[src/rtl/io3_pkg.sv]
package io3_pkg;
   localparam int NPORT  = 3;
   localparam int ADDR_W = 4;
   localparam int BYTE_W = 8;

   // location map: per-port offsets; the serial trio of port p starts at 7+3p
   function automatic logic [ADDR_W-1:0] loc_data(input int p);
      return ADDR_W'(1 + p);
   endfunction
   function automatic logic [ADDR_W-1:0] loc_dir(input int p);
      return ADDR_W'(4 + p);
   endfunction
   function automatic logic [ADDR_W-1:0] loc_tx(input int p);
      return ADDR_W'(7 + 3 * p);
   endfunction
   function automatic logic [ADDR_W-1:0] loc_rx(input int p);
      return ADDR_W'(8 + 3 * p);
   endfunction
   function automatic logic [ADDR_W-1:0] loc_scl(input int p);
      return ADDR_W'(9 + 3 * p);
   endfunction
endpackage

[src/rtl/io3_port_slice.sv]
module io3_port_slice #(
   parameter int            PIN_W   = 7,
   parameter logic [PIN_W:0] TX_INIT = '1,
   parameter bit            LINKED  = 1'b1
) (
   input  logic             clk,
   input  logic             rst_n,
   input  logic             sel_data,
   input  logic             sel_dir,
   input  logic             sel_tx,
   input  logic             sel_scl,
   input  logic [PIN_W:0]   wdata,
   input  logic [PIN_W-1:0] pins,
   output logic [PIN_W:0]   data_rd,
   output logic [PIN_W:0]   dir_q,
   output logic [PIN_W:0]   tx_q,
   output logic [PIN_W:0]   scl_q,
   output logic [PIN_W-1:0] drv,
   output logic [PIN_W-1:0] oe,
   output logic             stb
);
   localparam int             BYTE_W   = PIN_W + 1;
   localparam logic [PIN_W:0] SCL_KEEP = ~BYTE_W'(7);

   logic [PIN_W:0]   latch_q;
   logic [PIN_W-1:0] pins_eff;
   logic [PIN_W:0]   rd_mask;

   generate
      if (LINKED) begin : g_linked
         assign pins_eff = pins;
      end else begin : g_open
         assign pins_eff = '1;
      end
   endgenerate

   always_ff @(posedge clk or negedge rst_n) begin
      if (!rst_n) begin
         latch_q <= '0;
         dir_q   <= '0;
         tx_q    <= TX_INIT;
         scl_q   <= '0;
         stb     <= 1'b0;
      end else begin
         stb <= sel_data | (sel_dir && (wdata != dir_q));
         if (sel_data) latch_q <= wdata;
         if (sel_dir)  dir_q   <= wdata;
         if (sel_tx)   tx_q    <= wdata;
         if (sel_scl)  scl_q   <= wdata & SCL_KEEP;
      end
   end

   assign rd_mask = {1'b1, dir_q[PIN_W-1:0]};
   assign data_rd = (latch_q & rd_mask) | ({1'b0, pins_eff} & ~rd_mask);
   assign drv     = latch_q[PIN_W-1:0];
   assign oe      = dir_q[PIN_W-1:0];
endmodule

[src/rtl/io3_regfile.sv]
module io3_regfile #(
   parameter int         PIN_W       = 7,
   parameter logic [7:0] REGION_BITS = 8'h80,
   parameter bit         BOOT_ROM    = 1'b0,
   parameter bit         EXP_ABSENT  = 1'b1,
   parameter logic [2:0] PORT_LINKED = 3'b011
) (
   input  logic                  clk,
   input  logic                  rst_n,
   input  logic                  bus_wr,
   input  logic [3:0]            bus_addr,
   input  logic [PIN_W:0]        bus_wdata,
   output logic [PIN_W:0]        bus_rdata,
   input  logic [2:0][PIN_W-1:0] pin_in,
   output logic [2:0][PIN_W-1:0] pin_out,
   output logic [2:0][PIN_W-1:0] pin_oe,
   output logic [2:0]            pin_stb
);
   import io3_pkg::*;

   localparam int         BYTE_W   = PIN_W + 1;
   localparam logic [7:0] IDENTITY = REGION_BITS | {2'b00, EXP_ABSENT, 4'b0000, BOOT_ROM};

   generate
      if (PIN_W != 7) begin : g_bad_width
         $error("io3_regfile: PIN_W must be 7, bit 7 is the latch-only bit");
      end
      if (REGION_BITS[5] || REGION_BITS[0]) begin : g_bad_region
         $error("io3_regfile: REGION_BITS must leave bits 5 and 0 clear");
      end
   endgenerate

   logic [NPORT-1:0][BYTE_W-1:0] data_rd, dir_q, tx_q, scl_q;

   for (genvar p = 0; p < NPORT; p++) begin : g_port
      localparam logic [BYTE_W-1:0] TX_RST = (p == 2) ? BYTE_W'(8'hFB) : '1;
      io3_port_slice #(
         .PIN_W  (PIN_W),
         .TX_INIT(TX_RST),
         .LINKED (PORT_LINKED[p])
      ) i_slice (
         .clk     (clk),
         .rst_n   (rst_n),
         .sel_data(bus_wr && (bus_addr == loc_data(p))),
         .sel_dir (bus_wr && (bus_addr == loc_dir(p))),
         .sel_tx  (bus_wr && (bus_addr == loc_tx(p))),
         .sel_scl (bus_wr && (bus_addr == loc_scl(p))),
         .wdata   (bus_wdata),
         .pins    (pin_in[p]),
         .data_rd (data_rd[p]),
         .dir_q   (dir_q[p]),
         .tx_q    (tx_q[p]),
         .scl_q   (scl_q[p]),
         .drv     (pin_out[p]),
         .oe      (pin_oe[p]),
         .stb     (pin_stb[p])
      );
   end

   always_comb begin
      bus_rdata = IDENTITY[BYTE_W-1:0];
      for (int p = 0; p < NPORT; p++) begin
         if (bus_addr == loc_data(p)) bus_rdata = data_rd[p];
         if (bus_addr == loc_dir(p))  bus_rdata = dir_q[p];
         if (bus_addr == loc_tx(p))   bus_rdata = tx_q[p];
         if (bus_addr == loc_rx(p))   bus_rdata = '0;
         if (bus_addr == loc_scl(p))  bus_rdata = scl_q[p];
      end
   end
endmodule

[config.mk]
export PLATFORM = sky130hd
export DESIGN_NAME = io3_regfile
export DESIGN_NICKNAME = d
export VERILOG_FILES = /design/src/rtl/io3_pkg.sv /design/src/rtl/io3_port_slice.sv /design/src/rtl/io3_regfile.sv
export SDC_FILE = /design/constraint.sdc
export NUM_CORES = 1
export LEC_CHECK = 0
export ABC_AREA = 1
export BUFFER_PORTS_ARGS = -buffer_cell sky130_fd_sc_hd__clkbuf_2
export CAP_MARGIN = 20
export CORE_AREA = 2 2 90 114
export CTS_BUF_LIST = sky130_fd_sc_hd__clkbuf_8
export DETAILED_ROUTE_END_ITERATION = 6
export DIE_AREA = 0 0 92 116
export HOLD_SLACK_MARGIN = 0.05
export PLACE_DENSITY = 0.73
export SLEW_MARGIN = 40
export SYNTH_ARGS = -nofsm -noshare
export SYNTH_HDL_FRONTEND = slang
export SYNTH_SLANG_ARGS = --single-unit
[constraint.sdc]
create_clock -name clk -period 1.28 [get_ports clk]
set_input_delay 0 -clock clk [delete_from_list [all_inputs] [get_ports clk]]
set_output_delay 0 -clock clk [all_outputs]
set_load 0.01 [all_outputs]
==> impl_metrics.py, run 1 <==
metrics = {
    "setup_path": {
        "r2r-start": "g_port[0].i_slice.dir_q[3]",
        "cp-start-kind": "flop",
        "cp_slowest_cell": "dfrtp_2",
        "arrival_ps": 1840,
        "path_max_fanout": 5,
        "startpoint": "g_port[0].i_slice.dir_q[4]",
        "worstSetupPathType": "reg -> out",
        "cp.required_ps": 1280,
        "critical_path.cell_chain": "nand2_1 > nand2_1 > nand2_1 > nand3_2 > nor2_2 > nand3_1 > nand2_1 > nand2_1 > nand2_1 > nand2_1 > nand2_1 > nand2_1 > buf_2",
        "cp_common_cell": "nand2_1",
        "slowest_delay_ps": 470,
        "cp-end-kind": "primary output",
    },
    "layout": {
        "areaGrowthSynthToFinish_pct": 28.57,
        "drive_gt1_share_pct": 32.93,
        "multiInputGateArea_um2": 2163,
        "instances_no_fill": 943,
        "nFillCells": 825,
        "nets": 848,
        "antenna-diode-count": 0,
        "seq_area_um2": 2283,
    },
    "cts": {
        "clk_pin_slew_ps": 100,
        "tritoncts": "done",
        "cts_buffers": 9,
        "insertion_delay_ps": 380,
        "clock_path_buffers": 2,
        "htreeDepth": 3,
        "cts_root_buffer": "clkbuf_8",
        "cts_sinks": 90,
    },
    "grt": {
        "grt-ovfl-total": 0,
        "first_global_vias": 4694,
        "grt_pass1_wl_um": 23710,
        "antenna_found_initial": 0,
        "grt_usage_pct": 29.16,
        "grt_max_degree": 91,
    },
    "synth": {
        "synth.top_cells.by_area": "dfrtp_1 (34%), nand2_1 (19%), dfstp_2 (12%), o21ai_0 (11%), inv_1 (5.4%)",
        "yosysWarnings": 0,
        "ys_types": 25,
        "synth_edf_count": 0,
        "synth_flop_cell": "dfrtp_1",
        "yosys.area.top_type_share_pct": 34.33,
        "synthArstFlopShare_pct": 100.0,
        "syn_area_per_cell_um2": 7.410,
        "syn_inst": 659,
        "synth_seq_cells": 90,
        "synth_fp_nets": 695,
        "yosys.area.top_type": "dfrtp_1",
        "synth_commonest_cells": "nand2_1 (243), o21ai_0 (107), inv_1 (70)",
        "yosysSeqAreaShare_pct": 46.71,
        "syn_area_um2": 4883,
        "yosysMostFrequentCell": "nand2_1",
    },
    "route": {
        "wl_per_cell_um": 16.26,
        "drc_errors": 0,
        "drtIter0Drc": 415,
        "drt-total-wl_um": 15330,
        "dr.pass1.iters": 5,
        "ant_nets": 0,
        "via_per_inst": 5.285,
        "vias": 4984,
    },
    "sta": {
        "rsz0062_at_grt": "true",
        "timing.fmax_mhz": 542.1,
        "fin_crit_sh_pct": 144.1,
        "maxSlewViolCount": 0,
        "hold_viol_final": 0,
        "setup_viol": 10,
        "fin_crit_ps": 1845,
        "fin_ws_ps": -564.7,
        "relSlewSlack_pct": 65.96,
        "tightest_slew_ps": 510.6,
        "tns_ps": -3862,
        "fin_skew_ps": 18.91,
    },
    "power_and_ir_drop": {
        "leakagePower_uw": 0.003223,
        "peakVddDrop_uv": 674.0,
        "p_per_area_nw_per_um2": 1362,
    },
    "floorplanning": {
        "die_area_um2": 10670,
        "core_um2": 9509,
        "start_util_pct": 51.36,
        "io_pins": 89,
        "rows": 40,
        "fp.dieW_um": 92,
        "die_h_um": 116,
    },
    "placement": {
        "gp_congestion": 0.9626,
        "pre_cts_ws_ps": -244.1,
        "io_buffers": 81,
        "place_hpwl_um": 10950,
        "placed_cells_incl_taps": 912,
    },
    "worst_hold_path": {
        "min_from": "bus_wr",
        "hp-class": "in -> reg",
    },
    "status": {
        "violations": "negative setup slack",
        "outcome": "complete, but fails checks",
    },
    "job": {
        "cap_viol_max_count": 0,
    },
}
metal layers:
layer	track usage [%]	vias up	wire length [um]
met2	50.34	240	7643
met1	37.34	2320	6220
met4	10.75	0	504
met5	0	-	0
met3	4.551	44	965
li1	-	2380	-
critical path, delay by kind of cell, from the launching register on:
family,cells,cell delay (ps)
and+or+nand+nor,12,870
buffers and inverters,1,130
DFF,1,470
logic make-up (layout without fill, tap and decap cells):
logic type	Yosys count	after routing	share of synthesized area (%)
compound gates	118	118	12.55
xor+xnor	2	2	0.3588
buf+inv	111	269	11.15
flops	90	90	46.71
simple gates	338	338	29.23
registers in the layout, summed over array words and instances, names as in the netlist:
signal and count:
g_port.i_slice.scl_q 15, g_port.i_slice.tx_q 24, g_port.i_slice.latch_q 24, g_port.i_slice.dir_q 24, g_port.i_slice.stb 3
final cells by class:
type | count | area share (%)
Sequential cell | 90 | 36.37
Clock inverter | 5 | 0.5978
Timing Repair Buffer | 183 | 19.47
Multi-Input combinational cell | 458 | 34.46
Inverter | 70 | 4.185
Clock buffer | 11 | 2.411
Tap cell | 126 | 2.511
final timing paths:
path	slack, ps	end	depth (start not counted)
max	-560	bus_rdata[4]	13
min	70	g_port[0].i_slice.tx_q[5]	4
max reg2reg	-90	g_port[0].i_slice.stb	6
max in group asynchronous	660	g_port[1].i_slice.tx_q[6]	3
min in group asynchronous	180	g_port[0].i_slice.scl_q[6]	3
min reg2reg	490	g_port[2].i_slice.tx_q[3]	2
through the flow:
step                      total power [uW]  utilization (%)  hold WS, ps  cell area, um^2
after floorplan                       5306                -       -295.6             4883
after global placement                6336            61.34        80.71             5833
after detailed placement              6417            61.34        88.34             5833
after CTS                             8417            65.04        56.58             6185
after global routing                  9064            66.03        71.95             6279
final                                 8553            66.03        69.36             6279
timing repair:
| item | CTS | global route |
|---|---|---|
| pin swaps | 10 | 21 |
| buffers inserted | 3 | 4 |
| hold buffers | 9 | 0 |
| endpoints found under the hold margin | 109 | 0 |
| resized for setup | 23 | 27 |
| setup endpoints to repair | 10 | 11 |
cells in the final DEF (no fill, tap or decap), drive strengths merged, types with 2 or more instances in the layout:
cell and n:
clkinvlp 2, dfrtp 67, nand2 247, o21ai 109
or2 10, buf 99, dlygate4sd3 9, nor3 5
dfstp 23, nor2 43, clkbuf 86, nand3 16
nand4 16, xnor2 2, o41ai 2, inv 71
o211ai 6, clkinv 2
where the power goes:
part	leakage, uW	internal [uW]	total [uW]	switching [uW]
Combinational	0.00206	1190	2670	1480
Sequential	0.00108	3540	3980	444
Clock	0.0000919	819	1900	1080
Total	0.00322	5540	8550	3010
No activity file was read; power rests on OpenSTA's default activity.
==> inputs of run 2 (changes only) <==
--- a/config.mk
+++ b/config.mk
@@ -12,8 +12,9 @@
 export CTS_BUF_LIST = sky130_fd_sc_hd__clkbuf_8
 export DETAILED_ROUTE_END_ITERATION = 6
 export DIE_AREA = 0 0 92 116
+export GPL_ROUTABILITY_DRIVEN = 1
 export HOLD_SLACK_MARGIN = 0.05
-export PLACE_DENSITY = 0.73
+export PLACE_DENSITY = 0.76
 export SLEW_MARGIN = 40
 export SYNTH_ARGS = -nofsm -noshare
 export SYNTH_HDL_FRONTEND = slang
==> constraint.sdc (replaced) <==
create_clock -name clk -period 1.5 [get_ports clk]
set_input_delay 0 -clock clk [delete_from_list [all_inputs] [get_ports clk]]
set_output_delay 0 -clock clk [all_outputs]
set_load 0.01 [all_outputs]
==> run 2 against run 1 <==
The flow still finishes with violations (negative setup slack). Final area decreased by 6.9%. Sequential power is 15% lower. Register-to-register slack better by 220 ps. Critical path type unchanged. Largest power group unchanged.
==> impl_metrics.py, run 2 (same netlist as run 1, synthesis figures left out) <==
metrics = {
    "route": {
        "met2_wirelength_um": 6834,
        "drtIter0Drc": 488,
        "dr.max_layer_used": "met4",
        "drt-total-wl_um": 14210,
        "via_per_inst": 5.288,
        "wl_per_cell_um": 16.01,
        "met1_length_um": 5825,
        "dr.pass1.iters": 5,
        "drc_errors": 0,
        "vias": 4696,
        "dr_wl_met3_um": 1007,
        "ant_nets": 0,
    },
    "placement": {
        "place_hpwl_um": 10250,
        "pre_cts_ws_ps": 3.744,
        "gp_congestion": 0.9708,
        "io_buffers": 81,
    },
    "cts": {
        "cts_buffers": 9,
        "insertion_delay_ps": 380,
        "clock_path_buffers": 2,
        "clk_pin_slew_ps": 90,
        "htreeDepth": 3,
        "tritoncts": "done",
        "cts_root_buffer": "clkbuf_8",
        "cts_sinks": 90,
    },
    "worst_hold_path": {
        "hp-class": "in -> async",
    },
    "sta": {
        "timing.fmax_mhz": 548.2,
        "fin_ws_ps": -324.3,
        "fin_skew_ps": 6.907,
        "fin_crit_sh_pct": 121.6,
        "relSlewSlack_pct": 66.07,
        "rsz0062_at_grt": "true",
        "maxSlewViolCount": 0,
        "setup_viol": 8,
        "hold_viol_final": 0,
        "fin_crit_ps": 1824,
        "tightest_slew_ps": 507.7,
    },
    "setup_path": {
        "arrival_ps": 1820,
        "r2r_cells": 5,
        "cp-end-kind": "primary output",
        "path_max_fanout": 5,
        "startpoint": "g_port[0].i_slice.dir_q[4]",
        "r2r_slack_ps": 130,
        "cp.required_ps": 1500,
        "r2r_end": "g_port[0].i_slice.stb",
        "worstSetupPathType": "reg -> out",
        "cp-start-kind": "flop",
        "r2r-start": "g_port[0].i_slice.dir_q[3]",
        "endpoint": "bus_rdata[4]",
    },
    "layout": {
        "mostFrequentLayoutCells": "nand2_1 (238), o21ai_0 (103), clkbuf_2 (76)",
        "areaGrowthSynthToFinish_pct": 19.75,
        "drive_gt1_share_pct": 26.90,
        "top_regs": "g_port.i_slice.dir_q: 24 flops, g_port.i_slice.latch_q: 24 flops, g_port.i_slice.tx_q: 24 flops",
        "layout_commonest_cell": "nand2_1",
        "fin_util_pct": 61.50,
        "nets": 793,
        "antenna-diode-count": 0,
    },
    "grt": {
        "first_global_vias": 4533,
        "grt_usage_pct": 27.46,
        "grt-ovfl-total": 0,
        "antenna_found_initial": 0,
        "grt_max_degree": 44,
        "grt_pass1_wl_um": 22510,
    },
    "power_and_ir_drop": {
        "power_uw": 7106,
        "peakVddDrop_uv": 423.1,
        "p_per_area_nw_per_um2": 1215,
        "leakagePower_uw": 0.002962,
    },
    "status": {
        "violations": "negative setup slack",
        "outcome": "complete, but fails checks",
    },
    "floorplanning": {
        "rows": 40,
        "start_util_pct": 51.36,
        "io_pins": 89,
        "die_h_um": 116,
        "fp.dieW_um": 92,
        "core_um2": 9509,
        "die_area_um2": 10670,
    },
    "job": {
        "cap_viol_max_count": 0,
    },
}
==> run 2: per-stage QoR <==
step | TNS, ps | hold slack, ps | area (um^2) | std cells
floorplan | 0 | -295.6 | 4883 | 659
global placement | 0 | -12.52 | 5383 | 852
detailed placement | 0 | -3.091 | 5383 | 852
CTS | -2008 | 136.7 | 5761 | 882
global route | -2980 | 159.9 | 5848 | 888
finish | -1908 | 130.5 | 5848 | 888
==> run 2: power by group <==
group | switching [uW] | internal (uW) | leakage (uW)
clock | 885 | 904 | 0.000110
combinational | 1140 | 772 | 0.00178
sequential | 384 | 3020 | 0.00108
total | 2410 | 4700 | 0.00296
==> run 2: worst min-delay path by stage <==
| stage | end | from | slack [ps] |
|---|---|---|---|
| floorplan | g_port[0].i_slice.dir_q[0] | rst_n | -300 |
| global placement | g_port[0].i_slice.latch_q[3] | rst_n | -10 |
| detailed placement | g_port[0].i_slice.latch_q[3] | rst_n | -3 |
| CTS | g_port[0].i_slice.latch_q[5] | rst_n | 140 |
| global route | g_port[0].i_slice.latch_q[5] | rst_n | 160 |
| finish | g_port[0].i_slice.latch_q[5] | rst_n | 130 |
==> run 2: timing repair <==
action,CTS,global route
setup endpoints to repair,8,10
endpoints found under the hold margin,98,0
buffers inserted,5,6
cloned,0,0
resized for setup,19,17
pin swaps,11,22
hold buffers,9,0
==> run 2: layout make-up <==
class / instances / area, um^2
clock buffers: 12 / 165.2
well taps: 126 / 157.7
flip-flops and latches: 90 / 2282
fillers: 861 / 3661
multi-input cells: 458 / 2125
clock inverters: 4 / 50.05
inverters: 70 / 266.5
repair buffers: 128 / 802.0
==> run 2: critical path: stages, from the launching register on <==
cell     delay, ps
dfrtp_2        450
buf_4          150
nand3_2         60
nand3_2         90
nor2_2         120
nand3_2         90
nand2_2         80
nand2_2         60
nand2_1         60
nand2_1         50
nand2_1         70
nand2_1         40
buf_2          130
==> run 2: per-layer routing <==
metal | vias up | global-route usage, %
li1 | 2266 | -
met1 | 2178 | 34.71
met2 | 208 | 46.18
met3 | 44 | 5.397
met4 | 0 | 12.04
met5 | - | 0
